<file path="config.mk">
export PLATFORM = sky130hd
export DESIGN_NAME = split_req_limiter
export DESIGN_NICKNAME = d
export VERILOG_FILES = /design/src/rtl/split_lim_pkg.sv /design/src/rtl/split_lim_thresh.sv /design/src/rtl/split_lim_counter.sv /design/src/rtl/split_lim_fsm.sv /design/src/rtl/split_req_limiter.sv
export SDC_FILE = /design/constraint.sdc
export NUM_CORES = 1
export LEC_CHECK = 0
export ABC_AREA = 1
export BUFFER_PORTS_ARGS = -buffer_cell sky130_fd_sc_hd__buf_2
export CAP_MARGIN = 20
export CORE_MARGIN = 4
export CORE_UTILIZATION = 50
export DETAILED_ROUTE_END_ITERATION = 6
export PLACE_DENSITY = 0.85
export REMOVE_ABC_BUFFERS = 1
export SYNTH_ARGS = -nofsm -noshare
export SYNTH_HDL_FRONTEND = slang
export SYNTH_SLANG_ARGS = --single-unit
</file>
<file path="constraint.sdc">
create_clock -name clk -period 2.61 [get_ports clk]
set_clock_uncertainty 0.2 [all_clocks]
set_input_delay 0 -clock clk [delete_from_list [all_inputs] [get_ports clk]]
set_output_delay 0 -clock clk [all_outputs]
set_load 0.02 [all_outputs]
</file>
<file path="src/rtl/split_lim_pkg.sv">
package split_lim_pkg;

    localparam int CODE_W = 3;

    typedef enum logic [1:0] {
        ST_EMPTY,
        ST_OPEN,
        ST_TX_HOLD,
        ST_FULL
    } lim_state_e;

    // Overall ceiling selected by the 3-bit code.
    function automatic int unsigned max_of(input logic [CODE_W-1:0] code);
        int unsigned v;
        unique case (code)
            3'd0:    v = 1;
            3'd1:    v = 2;
            3'd2:    v = 3;
            3'd3:    v = 4;
            3'd4:    v = 8;
            3'd5:    v = 12;
            3'd6:    v = 16;
            default: v = 32;
        endcase
        return v;
    endfunction

endpackage

</file>
<file path="src/rtl/split_lim_thresh.sv">
module split_lim_thresh
    import split_lim_pkg::*;
#(
    parameter int CNT_W   = 6,
    parameter int SHARE_W = 5
) (
    input  logic [CODE_W-1:0]  max_code,
    input  logic [SHARE_W-1:0] shared_lim,
    output logic [CNT_W-1:0]   max_lim,
    output logic [CNT_W-1:0]   tx_lim
);

    logic [CNT_W-1:0] share_ext;

    always_comb begin
        max_lim   = CNT_W'(max_of(max_code));
        share_ext = CNT_W'(shared_lim);
        if (shared_lim == '0 || share_ext > max_lim) begin
            tx_lim = max_lim;
        end else begin
            tx_lim = share_ext;
        end
    end

endmodule

</file>
<file path="src/rtl/split_lim_counter.sv">
module split_lim_counter #(
    parameter int CNT_W = 6
) (
    input  logic             clk,
    input  logic             rst_n,
    input  logic             inc,
    input  logic             cpl,
    output logic [CNT_W-1:0] cnt_q,
    output logic [CNT_W-1:0] cnt_d,
    output logic             err_q
);

    logic dec;
    logic stray;

    assign stray = cpl && (cnt_q == '0);
    assign dec   = cpl && (cnt_q != '0);

    always_comb begin
        cnt_d = cnt_q;
        if (inc && !dec) begin
            cnt_d = cnt_q + CNT_W'(1);
        end else if (!inc && dec) begin
            cnt_d = cnt_q - CNT_W'(1);
        end
    end

    always_ff @(posedge clk or negedge rst_n) begin
        if (!rst_n) begin
            cnt_q <= '0;
            err_q <= 1'b0;
        end else begin
            cnt_q <= cnt_d;
            err_q <= stray;
        end
    end

endmodule

</file>
<file path="src/rtl/split_lim_fsm.sv">
module split_lim_fsm
    import split_lim_pkg::*;
#(
    parameter int CNT_W = 6
) (
    input  logic             clk,
    input  logic             rst_n,
    input  logic             tx_req,
    input  logic             rx_req,
    input  logic [CNT_W-1:0] cnt_d,
    input  logic [CNT_W-1:0] max_lim,
    input  logic [CNT_W-1:0] tx_lim,
    output logic             tx_gnt,
    output logic             rx_gnt
);

    lim_state_e state_q;
    lim_state_e state_d;

    // Classify the count the counter will hold after this edge.
    always_comb begin
        if (cnt_d >= max_lim) begin
            state_d = ST_FULL;
        end else if (cnt_d >= tx_lim) begin
            state_d = ST_TX_HOLD;
        end else if (cnt_d == '0) begin
            state_d = ST_EMPTY;
        end else begin
            state_d = ST_OPEN;
        end
    end

    always_ff @(posedge clk or negedge rst_n) begin
        if (!rst_n) begin
            state_q <= ST_EMPTY;
        end else begin
            state_q <= state_d;
        end
    end

    always_comb begin
        unique case (state_q)
            ST_EMPTY, ST_OPEN: begin
                rx_gnt = rx_req;
                tx_gnt = tx_req && !rx_req;
            end
            ST_TX_HOLD: begin
                rx_gnt = rx_req;
                tx_gnt = 1'b0;
            end
            ST_FULL: begin
                rx_gnt = 1'b0;
                tx_gnt = 1'b0;
            end
        endcase
    end

endmodule

</file>
<file path="src/rtl/split_req_limiter.sv">
module split_req_limiter
    import split_lim_pkg::*;
#(
    parameter int CNT_W   = 6,
    parameter int SHARE_W = 5
) (
    input  logic               clk,
    input  logic               rst_n,
    input  logic               tx_req,
    input  logic               rx_req,
    input  logic               cpl,
    input  logic [2:0]         max_code,
    input  logic [SHARE_W-1:0] shared_lim,
    output logic               tx_gnt,
    output logic               rx_gnt,
    output logic [CNT_W-1:0]   outstanding,
    output logic               cpl_err
);

    logic [CNT_W-1:0] max_lim;
    logic [CNT_W-1:0] tx_lim;
    logic [CNT_W-1:0] cnt_d;
    logic             issue;

    assign issue = tx_gnt || rx_gnt;

    split_lim_thresh #(.CNT_W(CNT_W), .SHARE_W(SHARE_W)) u_thresh (
        .max_code   (max_code),
        .shared_lim (shared_lim),
        .max_lim    (max_lim),
        .tx_lim     (tx_lim)
    );

    split_lim_counter #(.CNT_W(CNT_W)) u_count (
        .clk   (clk),
        .rst_n (rst_n),
        .inc   (issue),
        .cpl   (cpl),
        .cnt_q (outstanding),
        .cnt_d (cnt_d),
        .err_q (cpl_err)
    );

    split_lim_fsm #(.CNT_W(CNT_W)) u_fsm (
        .clk     (clk),
        .rst_n   (rst_n),
        .tx_req  (tx_req),
        .rx_req  (rx_req),
        .cnt_d   (cnt_d),
        .max_lim (max_lim),
        .tx_lim  (tx_lim),
        .tx_gnt  (tx_gnt),
        .rx_gnt  (rx_gnt)
    );

endmodule

</file>
**Word level (Yosys, flattened, before mapping)**

Index checks and enable logic that the tools add are counted.

- Logic and storage cells: 45
- Bits in registers: 9

- Equality and inequality tests: 9
- Reduce and logical (&&, ||, !) cells: 19
- $add $sub $neg: 2
- Mux-type cells: 9
- Magnitude comparators: 3

Operators with widths:

| cell | number |
|---|---|
| 6-bit case mux with 7 select lines | 1 |
| 6-bit two-way mux | 3 |
| 6-bit >= comparator | 2 |
| 6-bit logical NOT | 2 |
| 3-bit == test (second input constant) | 3 |
| 6-bit by 1-bit adder with 6-bit output (second input constant) | 1 |
| 3-bit by 2-bit == test with 1-bit output (second input constant) | 2 |
| 5-bit by 6-bit > comparator with 1-bit output | 1 |
| 6-bit nonzero test | 1 |
| 6-bit by 1-bit subtractor with 6-bit output (second input constant) | 1 |
| 1-bit logical AND | 5 |
| 5-bit logical NOT | 1 |
| 2-bit == test (second input constant) | 2 |
| 2-bit two-way mux | 2 |
| 1-bit case mux with 2 select lines | 2 |
| 2-bit OR reduction | 2 |
| 3-bit by 1-bit == test with 1-bit output (second input constant) | 1 |
| 1-bit logical NOT | 3 |
| 3-bit logical NOT | 1 |
| 3-bit OR reduction | 1 |
| 2-bit by 1-bit == test with 1-bit output (second input constant) | 1 |
| 2-bit logical NOT | 1 |
| 1-bit logical OR | 2 |
| 1-bit two-way mux | 1 |

**Longest topological paths before layout**

- Depth after elaboration: 12
- Gate-level depth with buffers: 22
- Depth with buffers taken out: 21

**By module**

Synthesis repeated with hierarchy kept, for this count alone.

- Cells, all modules: 210
- Area, all modules: 1333.8 sq um

By module, submodules not included:

| module | sequential area each (sq um) | instances | cells each | area each (sq um) |
|---|---|---|---|---|
| split_lim_counter | 175.2 | 1 | 74 | 561.8 |
| split_lim_fsm | 50.0 | 1 | 71 | 432.9 |
| split_lim_thresh | 0.0 | 1 | 62 | 327.8 |
| split_req_limiter | 0.0 | 1 | 3 | 11.3 |

**Worst setup path before layout**

OpenSTA, ideal clock, no wires.

- Kind: register -> register
- Start: register u_count.cnt_q[0]
- End: register u_fsm.state_q[0]
- Required time: 2286 ps
- Data arrival time: 2314 ps
- Setup slack: -29 ps
- Cell stages (with the launch flop): 16
- Cell sequence: dfrtp_1 > inv_1 > ha_1 > nand3_4 > nand2_4 > nor2_2 > nand2_1 > nand3_1 > nand2_1 > ha_1 > nand2_1 > inv_1 > o21ai_0 > nand3_1 > a41oi_1 > nand2_1

- Longest elaborated chain between the ends: 9

RTL lines:

| what | RTL line | RTL |
|---|---|---|
| from (decl) | split_lim_counter.sv:8 | `output logic [CNT_W-1:0] cnt_q,` |
| from (signal assigned) | split_lim_counter.sv:33 | `cnt_q <= cnt_d;` |
| branches (longest 4 deep; another with 6-bit by 1-bit subtractor with 6-bit output) | - |  |
| 6-bit two-way mux (*) | split_lim_counter.sv:21 | `if (inc && !dec) begin` |
| via cnt_d[3] | split_req_limiter.sv:22 | `logic [CNT_W-1:0] cnt_d;` |
| branches (longest 3 deep; another with 6-bit >= comparator) | - |  |
| 2-bit two-way mux (*) | split_lim_fsm.sv:22 | `if (cnt_d >= max_lim) begin` |
| via u_fsm.state_d[0] | split_lim_fsm.sv:18 | `lim_state_e state_d;` |
| to (signal assigned) | split_lim_fsm.sv:37 | `state_q <= state_d;` |
| to (decl) | split_lim_fsm.sv:17 | `lim_state_e state_q;` |

Mark *: on every way through the listed nets, which the timed path passes.

**Final worst setup path**

- Start: input port max_code[2]
- End: register u_fsm.state_q[0]

- Longest elaborated chain between the ends: 8

RTL lines:

| what | RTL line | RTL |
|---|---|---|
| from (decl) | split_req_limiter.sv:12 | `input logic [2:0] max_code,` |
| 3-bit == test (tied with other cells) | split_lim_pkg.sv:15 | `unique case (code)` |
| 6-bit case mux with 7 select lines (*) | split_lim_pkg.sv:15 |  |
| 5-bit by 6-bit > comparator with 1-bit output | split_lim_thresh.sv:18 | `if (shared_lim == '0 \|\| share_ext > max_lim) begin` |
| 1-bit logical OR | split_lim_thresh.sv:18 |  |
| 6-bit two-way mux | split_lim_thresh.sv:18 |  |
| 6-bit >= comparator | split_lim_fsm.sv:24 | `end else if (cnt_d >= tx_lim) begin` |
| 2-bit two-way mux | split_lim_fsm.sv:24 |  |
| 2-bit two-way mux (*) | split_lim_fsm.sv:22 |  |
| via u_fsm.state_d[0] | split_lim_fsm.sv:18 |  |

The timed path passes the listed nets; every way through them passes the cells marked *.

==> summary.txt <==
Yosys
  – Synth cell count leaders: nand2_1 (57), inv_1 (31), ha_1 (20)
  – Top-count cell post-synth: nand2_1
  – Post-synth cell types: 26
  – Share of the synthesized area in the top cell type: 20.3%
  – #FFs+latches synth: 9
  – Sequential area share after synthesis: 18.2%
  – Synth area leaders: ha_1 (20%), dfrtp_1 (18%), nand2_1 (17%), inv_1 (9.4%), nand3_1 (4.9%)
  – Syn. warnings: 0
  – Mapped Cells: 190
  – Async set or reset register ratio after synthesis: between 90% and 100%
  – Cell taking the most area after synthesis: ha_1
  – Synthesized area per cell: 6.50 µm²
  – Top_reg_cell synth: dfrtp_1
  – Mapped Area: approximately 0.0012 mm²
  – Post-synth EDFFs: 0

Worst setup path
  – FF-to-FF path depth: 16
  – Critical path launch point type: input port
  – CP arrival: 2.69 ns
  – R2r startpoint: u_count.cnt_q[1]$_DFF_PN0_
  – Critical path class: in -> reg
  – Worst-path fanout max: 5
  – R2r setup slk: -0.05 ns
  – FF-to-FF End: u_fsm.state_q[0]$_DFF_PN0_
  – Crit end category: register
  – Worst path required time: 2.63 ns

Detailed routing
  – Final wirelength: 4670 µm
  – Vias per cell: a little under 6
  – Final ANT Viol Nets: 0
  – Via count: between 1500 and 2000
  – Initial DRC count: 90
  – Residual DRC count: 0
  – DR WL/cell: 16.9 µm
  – Initial DRT Pass Iterations: 6

Global route
  – GRT overflow: 0
  – GR Util All Layers: between 10% and 20%
  – Global-route wire length before repair: 4800 µm
  – Vias in the first global route: 1135
  – Largest net degree at the start of global routing: 12
  – Initial antenna violation count: 0

Place
  – GP Congestion: ~0.9
  – Setup WS pre-CTS: -0.222 ns
  – DP Wirelength: 2410 µm
  – PortBufs: 21

Finish
  – Multi-input logic area: 0.00114 mm²
  – Layout fillers: 121
  – Area growth, synth to finish: 56.7%
  – Share of layout cells above drive strength 1: 44.0%
  – Fin nets: 282
  – Sequential Area: 226 µm²
  – # diodes: 0

Worst hold path
  – Hold path cells: 3
  – WHS Endpoint: tx_gnt
  – Worst Hold Class: in -> out
  – Min-delay src: rx_req

STA
  – Setup violators final: 2
  – RSZ-0062 raised after global routing: yes
  – F_max: 375 MHz
  – Hold violation total from the final report: 0
  – Crit path time final: 2.67 ns
  – Final max-slew violation count: 0
  – TNS Setup: -0.116 ns
  – Final setup margin: -0.0583 ns
  – Worst Tran Pin Value: 0.484 ns
  – Final period util: 102%
  – Relative slew slack: 67.6%

Job
  – Max-capacitance violation count: 0

Floorplanning
  – Initial Utilization: 54.3%
  – Die width: 57.7 µm
  – Die area: between 0.003 and 0.004 mm²
  – Die Y: approximately 58 µm
  – Core area: 0.00228 mm²
  – # IOs: 22
  – Num rows: 17

Clock tree
  – Reg clk slew, reported paths: 0.07 ns
  – Clock Latency Late Sink: 0.28 ns
  – Clock Path Buffers: 2
  – CTS tree: yes
  – Clock root cell: clkbuf_4
  – Total clock sinks: 9
  – H-tree levels: 1
  – CTS buffer count: 3

Power
  – Power per Cell Area: 1010 mW/mm²
  – P_leak: 0.000979 µW
  – VDD IR max: around 1.0 mV

Outcome
  – Status: finished, violations left
  – Violated checks: negative setup slack
[through the flow]
| step | hold slack (ns) | utilization (%) | area, µm² | instances | total power, µW |
|---|---|---|---|---|---|
| 3_3_place_gp | -0.342 | 67.0 | 1520 | 259 | 1240 |
| 4_1_cts | 0.0672 | 70.0 | 1590 | 266 | 1390 |
| 3_5_place_dp | -0.338 | 67.0 | 1520 | 259 | 1260 |
| 5_1_grt | 0.0896 | 85.0 | 1940 | 276 | 2120 |
| 2_1_floorplan | -0.496 | - | 1220 | 188 | 879 |
| 6_report | 0.0664 | 85.0 | 1940 | 276 | 1960 |
[kinds of logic (layout without fill, tap and decap cells)]
group	count (synthesis)	in the layout	share of synthesized area, %
and+or+nand+nor	100	100	37.2
adders and majority gates	20	20	20.3
buffers and inverters	33	90	10.7
xor gates and xnor gates	1	1	0.709
DFF	9	9	18.2
AOI/OAI and AO/OA	27	28	12.9
[worst max-delay path, stage by stage]
cell,delay (ns)
buf_2,0.12
inv_1,0.13
nor2_1,0.09
inv_1,0.08
nand2_1,0.08
ha_1,0.28
nand3_1,0.09
nor2_1,0.10
nor2_1,0.04
o21ai_0,0.06
o211ai_1,0.14
buf_4,0.18
o31ai_2,0.12
nand2_1,0.13
o21ai_1,0.19
ha_4,0.25
nand2_2,0.09
nor2_1,0.05
o21ai_1,0.08
o211ai_1,0.10
nor2_1,0.14
nand2_1,0.08
nand2_1,0.06
[cells in the final DEF (no fill, tap or decap), types with 5 or more instances in the layout]
cell type | netlist | routed
inv_1 | 31 | 22
ha_4 | 0 | 11
nor2_1 | 15 | 13
ha_1 | 20 | 9
dfrtp_1 | 9 | 8
buf_2 | 1 | 21
nand2_2 | 2 | 13
inv_2 | 0 | 9
a21oi_1 | 9 | 6
buf_4 | 0 | 26
nand2_1 | 57 | 46
buf_6 | 1 | 5
o21ai_1 | 0 | 6
nand3_1 | 12 | 12
[report_power, final]
group	leakage (µW)	internal, µW	switching [µW]	total, µW
registers	0.0000978	188	49.1	237
clock network	0.0000177	57.0	61.8	119
logic	0.000864	704	897	1600
[worst max path at each step]
| stage | from | endpoint | slack (ns) | cells past startpoint |
|---|---|---|---|---|
| after floorplan | u_count.cnt_q[0]$_DFF_PN0_ | u_fsm.state_q[0]$_DFF_PN0_ | -0.03 | 15 |
| after global placement | max_code[0] | u_fsm.state_q[1]$_DFF_PN0_ | -0.15 | 20 |
| after detailed placement | max_code[0] | u_fsm.state_q[1]$_DFF_PN0_ | -0.22 | 20 |
| after CTS | u_count.cnt_q[0]$_DFF_PN0_ | u_fsm.state_q[1]$_DFF_PN0_ | 0.02 | 16 |
| after global routing | max_code[2] | u_fsm.state_q[0]$_DFF_PN0_ | -0.25 | 23 |
| final | max_code[2] | u_fsm.state_q[0]$_DFF_PN0_ | -0.06 | 23 |
[registers in the layout, summed over array words and instances, names as in the netlist]
signal and count:
u_count.err_q 1, u_count.cnt_q 6, u_fsm.state_q 2
[metal layers]
metal  global-route usage, %  wire (µm)  vias up
met5                       0          0        -
met4                    3.97        140        0
met3                    3.34        518       19
met2                    28.2       2270      104
met1                    26.4       1740      729
li1                        -          -      738
[layout make-up]
class | instances | share of cell area [%]
Sequential cell | 9 | 11.7
Multi-Input combinational cell | 149 | 59.1
Timing Repair Buffer | 55 | 20.0
Tap cell | 28 | 1.81
Clock buffer | 3 | 1.16
Clock inverter | 1 | 0.259
Inverter | 31 | 6.01
[repair_timing]
action / 4_1_cts / 5_1_grt
setup buffers: 0 / 9
hold endpoints to repair: 10 / 0
setup endpoints to repair: 2 / 2
cloned: 0 / 1
pin swaps: 0 / 28
hold buffers: 3 / 0
resized for setup: 2 / 61
Note: power is estimated with default switching activity, not from simulation.
